[src/rtl/cpwm_pkg.sv]
package cpwm_pkg;
  typedef enum logic {DIR_UP = 1'b0, DIR_DN = 1'b1} dir_e;
endpackage

[src/rtl/cpwm_counter.sv]
module cpwm_counter
  import cpwm_pkg::*;
#(
  parameter int CW = 8
) (
  input  logic          clk,
  input  logic          rst,
  input  logic          run,
  input  logic [CW-1:0] lo,
  input  logic [CW-1:0] hi,
  output logic [CW-1:0] cnt
);
  localparam logic [CW-1:0] ONE = 1;

  dir_e dir;

  always_ff @(posedge clk) begin
    if (rst || !run) begin
      cnt <= lo;
      dir <= DIR_UP;
    end else if (dir == DIR_UP) begin
      if (cnt == hi) begin
        cnt <= cnt - ONE;
        dir <= DIR_DN;
      end else begin
        cnt <= cnt + ONE;
      end
    end else begin
      if (cnt == lo) begin
        cnt <= cnt + ONE;
        dir <= DIR_UP;
      end else begin
        cnt <= cnt - ONE;
      end
    end
  end

  // the counter stays within its limits while the limits are steady
  p_range_r2: assert property (@(posedge clk) disable iff (rst)
    ($past(run) && $stable(lo) && $stable(hi)) |-> (cnt >= lo && cnt <= hi));
endmodule

[src/rtl/cpwm_phase.sv]
module cpwm_phase #(
  parameter int CW = 8
) (
  input  logic          clk,
  input  logic          rst,
  input  logic          run,
  input  logic          peak,
  input  logic          valley,
  input  logic          dbuf_en,
  input  logic [CW-1:0] duty_in,
  input  logic [CW-1:0] half,
  input  logic [CW-1:0] cnt_lo,
  input  logic [CW-1:0] cnt_hi,
  input  logic          pol_p,
  input  logic          pol_n,
  input  logic          en_p,
  input  logic          en_n,
  output logic          pin_p,
  output logic          pin_n
);
  logic [CW-1:0] stage_q;
  logic [CW-1:0] act_q;
  logic          full_n;
  logic          p_act;
  logic          n_act;

  always_ff @(posedge clk) begin
    if (rst) begin
      stage_q <= '0;
      act_q   <= '0;
    end else if (!run) begin
      stage_q <= duty_in;
      act_q   <= duty_in;
    end else begin
      if (valley) stage_q <= duty_in;
      if (peak)   act_q   <= dbuf_en ? stage_q : duty_in;
    end
  end

  always_comb begin
    full_n = (act_q >= half);
    p_act  = !full_n && (cnt_lo >= act_q);
    n_act  = full_n || (cnt_hi < act_q);
  end

  always_ff @(posedge clk) begin
    if (rst || !run) begin
      pin_p <= ~pol_p;
      pin_n <= ~pol_n;
    end else begin
      pin_p <= (en_p && p_act) ? pol_p : ~pol_p;
      pin_n <= (en_n && n_act) ? pol_n : ~pol_n;
    end
  end

  // the two sides of a phase are never active together
  p_no_overlap_r7: assert property (@(posedge clk) disable iff (rst)
    ($stable(pol_p) && $stable(pol_n)) |-> !((pin_p == pol_p) && (pin_n == pol_n)));

  // while running, the active duty changes only at the peak
  p_duty_hold_r8: assert property (@(posedge clk) disable iff (rst)
    ($past(run) && !$past(peak)) |-> $stable(act_q));

  // while running, the second stage changes only at the valley
  p_stage_hold_r9: assert property (@(posedge clk) disable iff (rst)
    ($past(run) && !$past(valley)) |-> $stable(stage_q));

  // a disabled pin sits at its inactive level
  p_disabled_r11: assert property (@(posedge clk) disable iff (rst)
    ($past(!en_p) && $stable(pol_p)) |-> (pin_p != pol_p));
endmodule

[src/rtl/cpwm_top.sv]
module cpwm_top #(
  parameter int CW  = 8,
  parameter int NPH = 3
) (
  input  logic              clk,
  input  logic              rst,
  input  logic              run,
  input  logic [CW-1:0]     half_period,
  input  logic [CW-1:0]     dead_time,
  input  logic              dt_en,
  input  logic [NPH*CW-1:0] duty_in,
  input  logic              dbuf_en,
  input  logic              pol_p,
  input  logic              pol_n,
  input  logic [2*NPH-1:0]  out_en,
  input  logic              tog_en,
  output logic [NPH-1:0]    pwm_p,
  output logic [NPH-1:0]    pwm_n,
  output logic              tog_out
);
  localparam logic [CW-1:0] ONE = 1;

  logic [CW-1:0] d_eff;
  logic [CW-1:0] top_hi;
  logic [CW-1:0] t_lo;
  logic [CW-1:0] t_hi;
  logic          peak;
  logic          valley;

  always_comb begin
    d_eff  = dt_en ? dead_time : ONE;
    top_hi = half_period + d_eff;
    peak   = run && (t_lo == half_period);
    valley = run && (t_lo == '0);
  end

  cpwm_counter #(.CW(CW)) u_cnt_lo (
    .clk(clk), .rst(rst), .run(run),
    .lo('0), .hi(half_period), .cnt(t_lo)
  );

  cpwm_counter #(.CW(CW)) u_cnt_hi (
    .clk(clk), .rst(rst), .run(run),
    .lo(d_eff), .hi(top_hi), .cnt(t_hi)
  );

  always_ff @(posedge clk) begin
    if (rst)                   tog_out <= 1'b0;
    else if (valley && tog_en) tog_out <= ~tog_out;
  end

  for (genvar i = 0; i < NPH; i++) begin : g_phase
    cpwm_phase #(.CW(CW)) u_phase (
      .clk(clk), .rst(rst), .run(run),
      .peak(peak), .valley(valley), .dbuf_en(dbuf_en),
      .duty_in(duty_in[i*CW +: CW]), .half(half_period),
      .cnt_lo(t_lo), .cnt_hi(t_hi),
      .pol_p(pol_p), .pol_n(pol_n),
      .en_p(out_en[i]), .en_n(out_en[NPH+i]),
      .pin_p(pwm_p[i]), .pin_n(pwm_n[i])
    );
  end

  // the upper counter stays exactly d above the lower one
  p_offset_r3: assert property (@(posedge clk) disable iff (rst)
    $past(run) |-> (t_hi == CW'(t_lo + d_eff)));

  // the toggle output moves only on a valley edge
  p_tog_hold_r12: assert property (@(posedge clk) disable iff (rst)
    !$past(valley) |-> $stable(tog_out));
endmodule

[config.mk]
export PLATFORM = sky130hd
export DESIGN_NAME = cpwm_top
export DESIGN_NICKNAME = d
export VERILOG_FILES = /design/src/rtl/cpwm_pkg.sv /design/src/rtl/cpwm_counter.sv /design/src/rtl/cpwm_phase.sv /design/src/rtl/cpwm_top.sv
export SDC_FILE = /design/constraint.sdc
export NUM_CORES = 1
export LEC_CHECK = 0
export ABC_CLOCK_PERIOD_IN_PS = 2800
export BUFFER_PORTS_ARGS = -buffer_cell sky130_fd_sc_hd__buf_2
export CAP_MARGIN = 20
export CORE_AREA = 2 2 103 105
export CTS_BUF_LIST = sky130_fd_sc_hd__clkbuf_2
export DETAILED_ROUTE_END_ITERATION = 8
export DIE_AREA = 0 0 105 107
export PLACE_DENSITY_LB_ADDON = 0.2
export SYNTH_ARGS = -nofsm -noshare
export SYNTH_HDL_FRONTEND = slang
export SYNTH_SLANG_ARGS = --single-unit
[constraint.sdc]
create_clock -name clk -period 2.8 [get_ports clk]
set_input_delay 0 -clock clk [delete_from_list [all_inputs] [get_ports clk]]
set_output_delay 0 -clock clk [all_outputs]
set_load 0.03 [all_outputs]
==> impl_summary.log, run 1 <==
INFO  metric yosysMostFrequentCell = sky130_fd_sc_hd__nand2_1
INFO  metric initial_util = 0.545
INFO  metric grt.busiest_layer = met2
INFO  metric cts.reportedPaths.clkPinSlew = 0.23 ns
INFO  metric number_of_sinks_handled_by_clock_tree_synthesis = 73
INFO  metric grt_antenna_before_repair = 0
INFO  metric route.antenna.remaining_nets = 0
INFO  metric tcrit_tclk_final = 0.964
INFO  metric max_cap_violations = 0
INFO  metric max_clock_freq = 371 MHz
INFO  metric biggest_cell_delay_along_the_critical_path = 0.53 ns
INFO  metric num-nets-final = 938
INFO  metric num_cts_buffers = 9
INFO  metric maxSlewViolCount = 0
INFO  metric report.final.hold_viol_count = 0
INFO  metric floorplan.die.height = 107 um
INFO  metric vdd_ir_drop_max = 0.335 mV
INFO  metric die-area = 0.0112 mm2
INFO  metric drt_pass1_iterations = 7
INFO  metric initialDrtViolationCount = 299
INFO  metric crit_path_start_kind = input port
INFO  metric detailroute.via_count = 5349
INFO  metric gr-usage-all-layers = 0.274
INFO  metric ys_seq_area_frac = 0.266
INFO  metric synth_edf_count = 0
INFO  metric final_area = 0.00662 mm2
INFO  metric netlist.top_cell.by_area = sky130_fd_sc_hd__dfxtp_1
INFO  metric synthesized_area = 0.00550 mm2
INFO  metric synthesis.instances = 701
INFO  metric cts.path.max_buffers = 2
INFO  metric clk-insertion-delay-late = 0.56 ns
INFO  metric drc = 0
INFO  metric syn_to_final_growth = 20.3%
INFO  metric grt_max_degree = 49
INFO  metric synth.area.top_cells = sky130_fd_sc_hd__dfxtp_1, sky130_fd_sc_hd__ha_1, sky130_fd_sc_hd__nand2_1
INFO  metric htreeDepth = 3
INFO  metric synth-seq-cells = 73
INFO  metric final_layout_size_suffix_gt1_frac = 0.130
INFO  metric timing.setup.critical_path_class = in2reg
INFO  metric worstMarginPinSlew = 0.782 ns
INFO  metric hp-class = in2reg
INFO  metric async_flop_share = 0
INFO  metric synth_cell_types = 54
INFO  metric power.leakage = 2.93 nW
INFO  metric run_status = completed
INFO  metric crit_path_max_fanout = 7
INFO  metric postSynthAreaPerCell = 7.85 um2
INFO  metric crit_chain = dlygate4sd3_1 -> buf_2 -> nand2_1 -> ha_1 -> fa_1 -> a211oi_2 -> o21ai_0 -> a21oi_1 -> xnor2_1 -> a41oi_4 -> buf_4 -> mux2i_1 -> xnor2_1 -> o21ai_0
INFO  metric postSynth.topFlopCell = sky130_fd_sc_hd__dfxtp_1
INFO  metric clock_tree_from_tritoncts = yes
INFO  metric wire_length_of_the_first_global_routing_pass = 24800 um
INFO  metric synth_top_cells_by_count = sky130_fd_sc_hd__nand2_1, sky130_fd_sc_hd__ha_1, sky130_fd_sc_hd__dfxtp_1, sky130_fd_sc_hd__nor2_1, sky130_fd_sc_hd__inv_1
INFO  metric final_total_negative_setup_slack = 0 ns
INFO  metric root_buffer = sky130_fd_sc_hd__clkbuf_2
INFO  metric detailed_place_hpwl = 10600 um
INFO  metric number_of_diodes = 0
INFO  metric setup-violations-final = 0
INFO  metric power_density = 401 mW/mm2
INFO  metric synthesis.yosys.warnings = 0
INFO  metric groute.layer.met2.usage = 0.504
INFO  metric finalPower = 2.65 mW
INFO  metric gr-usage-met1 = 0.318
INFO  metric grt_util_met3 = 0.0407
INFO  metric worst_ep_arrival_time = 3.14 ns
INFO  metric yosysTopAreaCellShare = 0.266
INFO  metric fin_hold_ws = 0.201 ns
INFO  metric route.detailed.vias_per_inst = 5.67
INFO  metric clock-skew-final = 0.0430 ns
INFO  metric clock_period_minus_final_worst_setup_slack = 2.70 ns
INFO  metric die_x = 105 um
INFO  metric post_dp_cell_area = 0.00583 mm2
INFO  metric cpMaxStageDelayCell = sky130_fd_sc_hd__dlygate4sd3_1
INFO  metric syn_nets = 837
INFO  metric first_global_vias = 5295
INFO  metric crit_required = 3.25 ns
INFO  metric std_cell_rows = 37
INFO  metric place_congestion = 0.949
INFO  metric portBuffers = 60
INFO  metric timing.critical_path.to_type = flip-flop
INFO  metric wl = 15000 um
INFO  metric grt.overflow.total = 0
INFO  metric ioPinCount = 61
INFO  metric core_area = 0.0101 mm2
INFO  metric maxSlewHeadroom = 0.477
INFO  metric wl_per_instance = 15.9 um
[flip-flops by register name (all words and copies together) (netlist names)]
signal,count
g_phase.u_phase.pin_n,3
u_cnt_lo.dir,1
g_phase.u_phase.stage_q,24
u_cnt_lo.cnt,8
u_cnt_hi.dir,1
g_phase.u_phase.pin_p,3
u_cnt_hi.cnt,8
tog_out,1
g_phase.u_phase.act_q,24
[layout make-up]
type                       count  area (um2)
fill                         909        3470
clock buffer                   9        45.0
inverter                      48         180
timing repair buffer         136        1020
multi-input combinational    534        3660
sequential                    73        1470
clock inverter                 7        77.6
tap                          136         170
[placed cells by master, fill, tap and decap left out, types with 13 or more instances in the layout]
cell | synthesis | routed
sky130_fd_sc_hd__nor2_1 | 67 | 67
sky130_fd_sc_hd__buf_2 | 6 | 60
sky130_fd_sc_hd__dlygate4sd3_1 | 0 | 60
sky130_fd_sc_hd__nand3_1 | 39 | 39
sky130_fd_sc_hd__a21oi_1 | 39 | 37
sky130_fd_sc_hd__inv_1 | 48 | 48
sky130_fd_sc_hd__buf_4 | 6 | 16
sky130_fd_sc_hd__ha_1 | 81 | 81
sky130_fd_sc_hd__nand2b_1 | 14 | 13
sky130_fd_sc_hd__o21ai_0 | 36 | 34
sky130_fd_sc_hd__a311oi_1 | 24 | 24
sky130_fd_sc_hd__xor2_1 | 18 | 18
sky130_fd_sc_hd__xnor2_1 | 26 | 26
sky130_fd_sc_hd__dfxtp_1 | 73 | 71
sky130_fd_sc_hd__nand2_1 | 92 | 92
[path summary, 6_finish.rpt]
| kind | start | endpoint | slack (ns) | cells after the start |
|---|---|---|---|---|
| worst min register to register | g_phase[2].u_phase.stage_q[4] | g_phase[2].u_phase.stage_q[4] | 0.47 | 2 |
| worst min-delay path | duty_in[16] | g_phase[2].u_phase.stage_q[0] | 0.20 | 4 |
| worst max-delay path | dt_en | u_cnt_hi.cnt[7] | 0.10 | 14 |
| worst max register to register | u_cnt_lo.cnt[4] | g_phase[0].u_phase.stage_q[0] | 0.14 | 7 |
[critical path: cells and delay by family]
family	cells	cell delay [ns]
xor gates and xnor gates	2	0.26
muxes	1	0.21
adders and majority gates	2	0.67
buffers and inverters	3	0.84
and+or+nand+nor	1	0.09
AOI/OAI and AO/OA	5	1.07
[metrics by stage]
step           utilization  instances  setup slack (ns)
2_1_floorplan            -        701             0.178
3_3_place_gp         0.578        863            0.0571
3_5_place_dp         0.578        863           -0.0664
4_1_cts              0.649        939            0.0309
5_1_grt              0.656        943           -0.0223
6_report             0.656        943             0.101
[kinds of logic (layout without fill, tap and decap cells)]
group / after synthesis / in the layout / share of synthesized area
compound gates: 149 / 149 / 0.183
xor+xnor: 44 / 44 / 0.0700
fa+ha+maj: 82 / 82 / 0.188
buf+inv: 94 / 200 / 0.0750
flops: 73 / 73 / 0.266
mux: 4 / 4 / 0.00728
simple gates: 255 / 255 / 0.211
[per-layer routing]
| metal | vias to the layer above | wire, um | part of all wire |
|---|---|---|---|
| li1 | 2651 | - | - |
| met1 | 2500 | 6350 | 0.42 |
| met2 | 163 | 7540 | 0.50 |
| met3 | 35 | 650 | 0.043 |
| met4 | 0 | 485 | 0.032 |
| met5 | - | 0 | 0 |
[power by group]
group | switching [mW] | leakage, nW | internal (mW) | total, mW
registers | 0.0907 | 0.606 | 1.12 | 1.21
logic | 0.442 | 2.25 | 0.384 | 0.826
clock network | 0.410 | 0.0729 | 0.214 | 0.623
[repair_timing]
item	CTS	global route
setup buffers	0	4
hold endpoints to repair	63	2
endpoints found under the setup margin	0	5
hold buffers	60	2
gates resized for setup	0	11
No activity file was read; power rests on OpenSTA's default activity.
==> run 2: changes to the inputs <==
--- a/config.mk
+++ b/config.mk
@@ -5,13 +5,14 @@
 export SDC_FILE = /design/constraint.sdc
 export NUM_CORES = 1
 export LEC_CHECK = 0
+export ABC_AREA = 1
 export ABC_CLOCK_PERIOD_IN_PS = 2800
 export BUFFER_PORTS_ARGS = -buffer_cell sky130_fd_sc_hd__buf_2
 export CAP_MARGIN = 20
-export CORE_AREA = 2 2 103 105
+export CORE_AREA = 2 2 108 110
 export CTS_BUF_LIST = sky130_fd_sc_hd__clkbuf_2
 export DETAILED_ROUTE_END_ITERATION = 8
-export DIE_AREA = 0 0 105 107
+export DIE_AREA = 0 0 110 112
 export PLACE_DENSITY_LB_ADDON = 0.2
 export SYNTH_ARGS = -nofsm -noshare
 export SYNTH_HDL_FRONTEND = slang
==> run 2 against run 1 <==
Setup slack improved by 0.21 ns. Final cell count increased by 18%. Synthesized area increased by 12%. Combinational power increased by 9.4%. Non-clock buffer count decreased by 14. Sequential cell count unchanged. Sequential share of layout area decreased by 1.6 points. Die area increased by 9.7%. Utilization decreased by 2.1 points.
==> impl_summary.log, run 2 <==
INFO  metric root_buffer = sky130_fd_sc_hd__clkbuf_2
INFO  metric portBuffers = 60
INFO  metric synth_top_family_by_area = simple AND/OR/NAND/NOR gates
INFO  metric route.antenna.remaining_nets = 0
INFO  metric groute.layer.met2.usage = 0.448
INFO  metric timing.critical_path.to_type = flip-flop
INFO  metric synth_cell_types = 41
INFO  metric crit_path_max_fanout = 6
INFO  metric clock_tree_from_tritoncts = yes
INFO  metric synthesis.yosys.warnings = 0
INFO  metric power.leakage = 3.41 nW
INFO  metric floorplan.die.height = 112 um
INFO  metric initial_util = 0.550
INFO  metric hold_path_end = g_phase[2].u_phase.pin_n
INFO  metric maxSlewHeadroom = 0.466
INFO  metric synthesized_area = 0.00614 mm2
INFO  metric grt.overflow.total = 0
INFO  metric tcrit_tclk_final = 0.889
INFO  metric std_cell_rows = 39
INFO  metric vdd_ir_drop_max = 0.362 mV
INFO  metric maxSlewViolCount = 0
INFO  metric largest_registers = g_phase.u_phase.act_q (24), g_phase.u_phase.stage_q (24)
INFO  metric synth_top_cells_by_count = sky130_fd_sc_hd__nand2_1, sky130_fd_sc_hd__inv_1, sky130_fd_sc_hd__nor2_1, sky130_fd_sc_hd__ha_1, sky130_fd_sc_hd__dfxtp_1
INFO  metric syn_to_final_growth = 15.5%
INFO  metric yosysMostFrequentCell = sky130_fd_sc_hd__nand2_1
INFO  metric worst_path_dominant_cell_family = buffers and inverters
INFO  metric synth-seq-cells = 73
INFO  metric yosysTopAreaCellShare = 0.238
INFO  metric reg2reg_to = g_phase[1].u_phase.pin_p
INFO  metric muxShareOfSynthArea = 0
INFO  metric wl = 15700 um
INFO  metric async_flop_share = 0
INFO  metric drc = 0
INFO  metric path_buf_inv = 4
INFO  metric grt.busiest_layer = met2
INFO  metric grt_setup_unrepaired = no
INFO  metric crit_required = 3.31 ns
INFO  metric hold_path_startpoint = pol_n
INFO  metric number_of_sinks_handled_by_clock_tree_synthesis = 73
INFO  metric num-nets-final = 1101
INFO  metric cts.reportedPaths.clkPinSlew = 0.22 ns
INFO  metric clock_period_minus_final_worst_setup_slack = 2.49 ns
INFO  metric holdPathStages = 3
INFO  metric max_clock_freq = 402 MHz
INFO  metric crit_path_start_kind = input port
INFO  metric netlist.top_cell.by_area = sky130_fd_sc_hd__dfxtp_1
INFO  metric mostFrequentLayoutCell = sky130_fd_sc_hd__nand2_1
INFO  metric reg_to_reg_start = u_cnt_lo.cnt[5]
INFO  metric number_of_diodes = 0
INFO  metric max_cap_violations = 0
INFO  metric clk-insertion-delay-late = 0.58 ns
INFO  metric syn_nets = 1006
INFO  metric finalPower = 2.65 mW
INFO  metric yosys.area_share.adder = 0.168
INFO  metric final_total_negative_setup_slack = 0 ns
INFO  metric cell_count_of_the_worst_reg_to_reg_path = 7
INFO  metric synth_edf_count = 0
INFO  metric grt_antenna_before_repair = 0
INFO  metric ys_seq_area_frac = 0.238
INFO  metric die_x = 110 um
INFO  metric route.detailed.vias_per_inst = 5.27
INFO  metric gr-usage-met1 = 0.334
INFO  metric drt_pass1_iterations = 4
INFO  metric fillers = 1059
INFO  metric grt_util_met3 = 0.0375
INFO  metric gr-usage-all-layers = 0.267
INFO  metric critical_path_cell_count = 17
INFO  metric setup_slack = 0.309 ns
INFO  metric clock-skew-final = 0.0356 ns
INFO  metric worstMarginPinSlew = 0.798 ns
INFO  metric setup-violations-final = 0
INFO  metric report.final.hold_viol_count = 0
INFO  metric grt_max_degree = 50
INFO  metric hp-class = in2reg
INFO  metric biggest_cell_delay_along_the_critical_path = 0.59 ns
INFO  metric postSynth.topFlopCell = sky130_fd_sc_hd__dfxtp_1
INFO  metric synth-simple-area-share = 0.297
INFO  metric synth.area.top_cells = sky130_fd_sc_hd__dfxtp_1, sky130_fd_sc_hd__ha_1, sky130_fd_sc_hd__nand2_1
INFO  metric wire_length_of_the_first_global_routing_pass = 25700 um
INFO  metric most_frequent_cells_in_the_layout = sky130_fd_sc_hd__nand2_1, sky130_fd_sc_hd__inv_1, sky130_fd_sc_hd__nor2_1
INFO  metric synthesis.instances = 870
INFO  metric core_area = 0.0112 mm2
INFO  metric run_status = completed
INFO  metric wl_per_instance = 14.1 um
INFO  metric die-area = 0.0123 mm2
INFO  metric preCtsSetupSlack = 0.659 ns
INFO  metric detailed_place_hpwl = 11700 um
INFO  metric timing.setup.critical_path_class = in2reg
INFO  metric crit_chain = dlygate4sd3_1 -> buf_2 -> nand2_1 -> dlygate4sd3_1 -> inv_1 -> fa_1 -> xnor2_1 -> nand2_1 -> nor2_1 -> nand3_2 -> nor2_8 -> nand3_4 -> nand2_4 -> nand3_2 -> nand2_1 -> nand2_1 -> nand2_1
INFO  metric htreeDepth = 3
INFO  metric cpMaxStageDelayCell = sky130_fd_sc_hd__dlygate4sd3_1
INFO  metric initialDrtViolationCount = 299
INFO  metric place_congestion = 0.890
INFO  metric cts.path.max_buffers = 2
INFO  metric synthXorXnorAreaFrac = 0.0442
INFO  metric ioPinCount = 61
INFO  metric crit_path_frequent_cell = sky130_fd_sc_hd__nand2_1
INFO  metric r2r_setup_slack = 0.42 ns
INFO  metric power_density = 373 mW/mm2
INFO  metric num_cts_buffers = 9
INFO  metric first_global_vias = 5505
INFO  metric synth_compound_gate_area_share = 0.146
INFO  metric cts_repair_resize_count = 0
INFO  metric worst_ep_arrival_time = 3.00 ns
INFO  metric final_layout_size_suffix_gt1_frac = 0.155
INFO  metric detailroute.via_count = 5865
INFO  metric postSynthAreaPerCell = 7.06 um2
==> run 2: changes by cell type after synthesis, moves of 14 or more <==
cell / previous run / this run
sky130_fd_sc_hd__a21oi_1: 39 / 56
sky130_fd_sc_hd__inv_1: 48 / 95
sky130_fd_sc_hd__a311oi_2: 0 / 15
sky130_fd_sc_hd__inv_2: 0 / 18
sky130_fd_sc_hd__clkbuf_1: 31 / 15
sky130_fd_sc_hd__nand2_1: 92 / 190
sky130_fd_sc_hd__nand2b_1: 14 / 0
sky130_fd_sc_hd__nor2_1: 67 / 87
sky130_fd_sc_hd__a311oi_1: 24 / 1
sky130_fd_sc_hd__xnor2_1: 26 / 9
sky130_fd_sc_hd__nand3_1: 39 / 64
==> run 2: cell families (layout without fill, tap and decap cells) <==
| logic type | after synthesis | count (layout) |
|---|---|---|
| xor+xnor | 31 | 31 |
| simple gates | 402 | 402 |
| buf+inv | 152 | 252 |
| fa+ha+maj | 82 | 82 |
| flops | 73 | 73 |
| compound gates | 130 | 130 |
==> run 2: worst max-delay path by stage <==
stage | start | endpoint | slack (ns)
CTS | dead_time[1] | u_cnt_hi.cnt[4] | 0.40
global placement | dt_en | u_cnt_hi.cnt[4] | 0.70
global route | dead_time[1] | u_cnt_hi.cnt[2] | 0.13
floorplan | dt_en | u_cnt_hi.cnt[4] | 0.89
detailed placement | dt_en | u_cnt_hi.cnt[4] | 0.66
finish | dead_time[1] | u_cnt_hi.cnt[2] | 0.31
==> run 2: layer usage <==
layer  wire length [um]  vias up
met5                  0        -
met4                446        0
met3                738       37
met2               7520      149
met1               6990     2608
li1                   -     3071
==> run 2: timing repair <==
action / 4_1_cts / 5_1_grt
buffers inserted: 0 / 0
hold buffers: 53 / 0
hold endpoints to repair: 69 / 0
==> run 2: report_power, final <==
group	internal (mW)	switching, mW
registers	1.11	0.0825
clock network	0.121	0.425
logic	0.371	0.533
==> run 2: cell type report <==
cell class	count	area [um2]	share of cell area
Timing Repair Buffer	122	911	0.128
Inverter	114	428	0.0603
Tap cell	143	179	0.0252
Clock buffer	10	50.0	0.00705
Sequential cell	73	1460	0.206
Multi-Input combinational cell	645	4030	0.567
Clock inverter	6	43.8	0.00617
==> run 2: worst register-to-register path: stages, from the launching register on <==
cell	delay [ns]
sky130_fd_sc_hd__dfxtp_1	0.65
sky130_fd_sc_hd__ha_1	0.33
sky130_fd_sc_hd__a21oi_1	0.16
sky130_fd_sc_hd__o21ai_0	0.09
sky130_fd_sc_hd__a211oi_1	0.30
sky130_fd_sc_hd__nor2_1	0.10
sky130_fd_sc_hd__xor2_1	0.14
sky130_fd_sc_hd__dlygate4sd3_1	0.54
==> run 2: metrics by stage <==
stage                     cell area [um2]   util  hold WS (ns)  cells
after floorplan                      6140      -        0.0967    870
after global placement               6470  0.579         0.243   1044
after detailed placement             6470  0.579         0.250   1044
after CTS                            7100  0.635         0.137   1113
after global routing                 7100  0.635         0.159   1113
final                                7100  0.635         0.168   1113
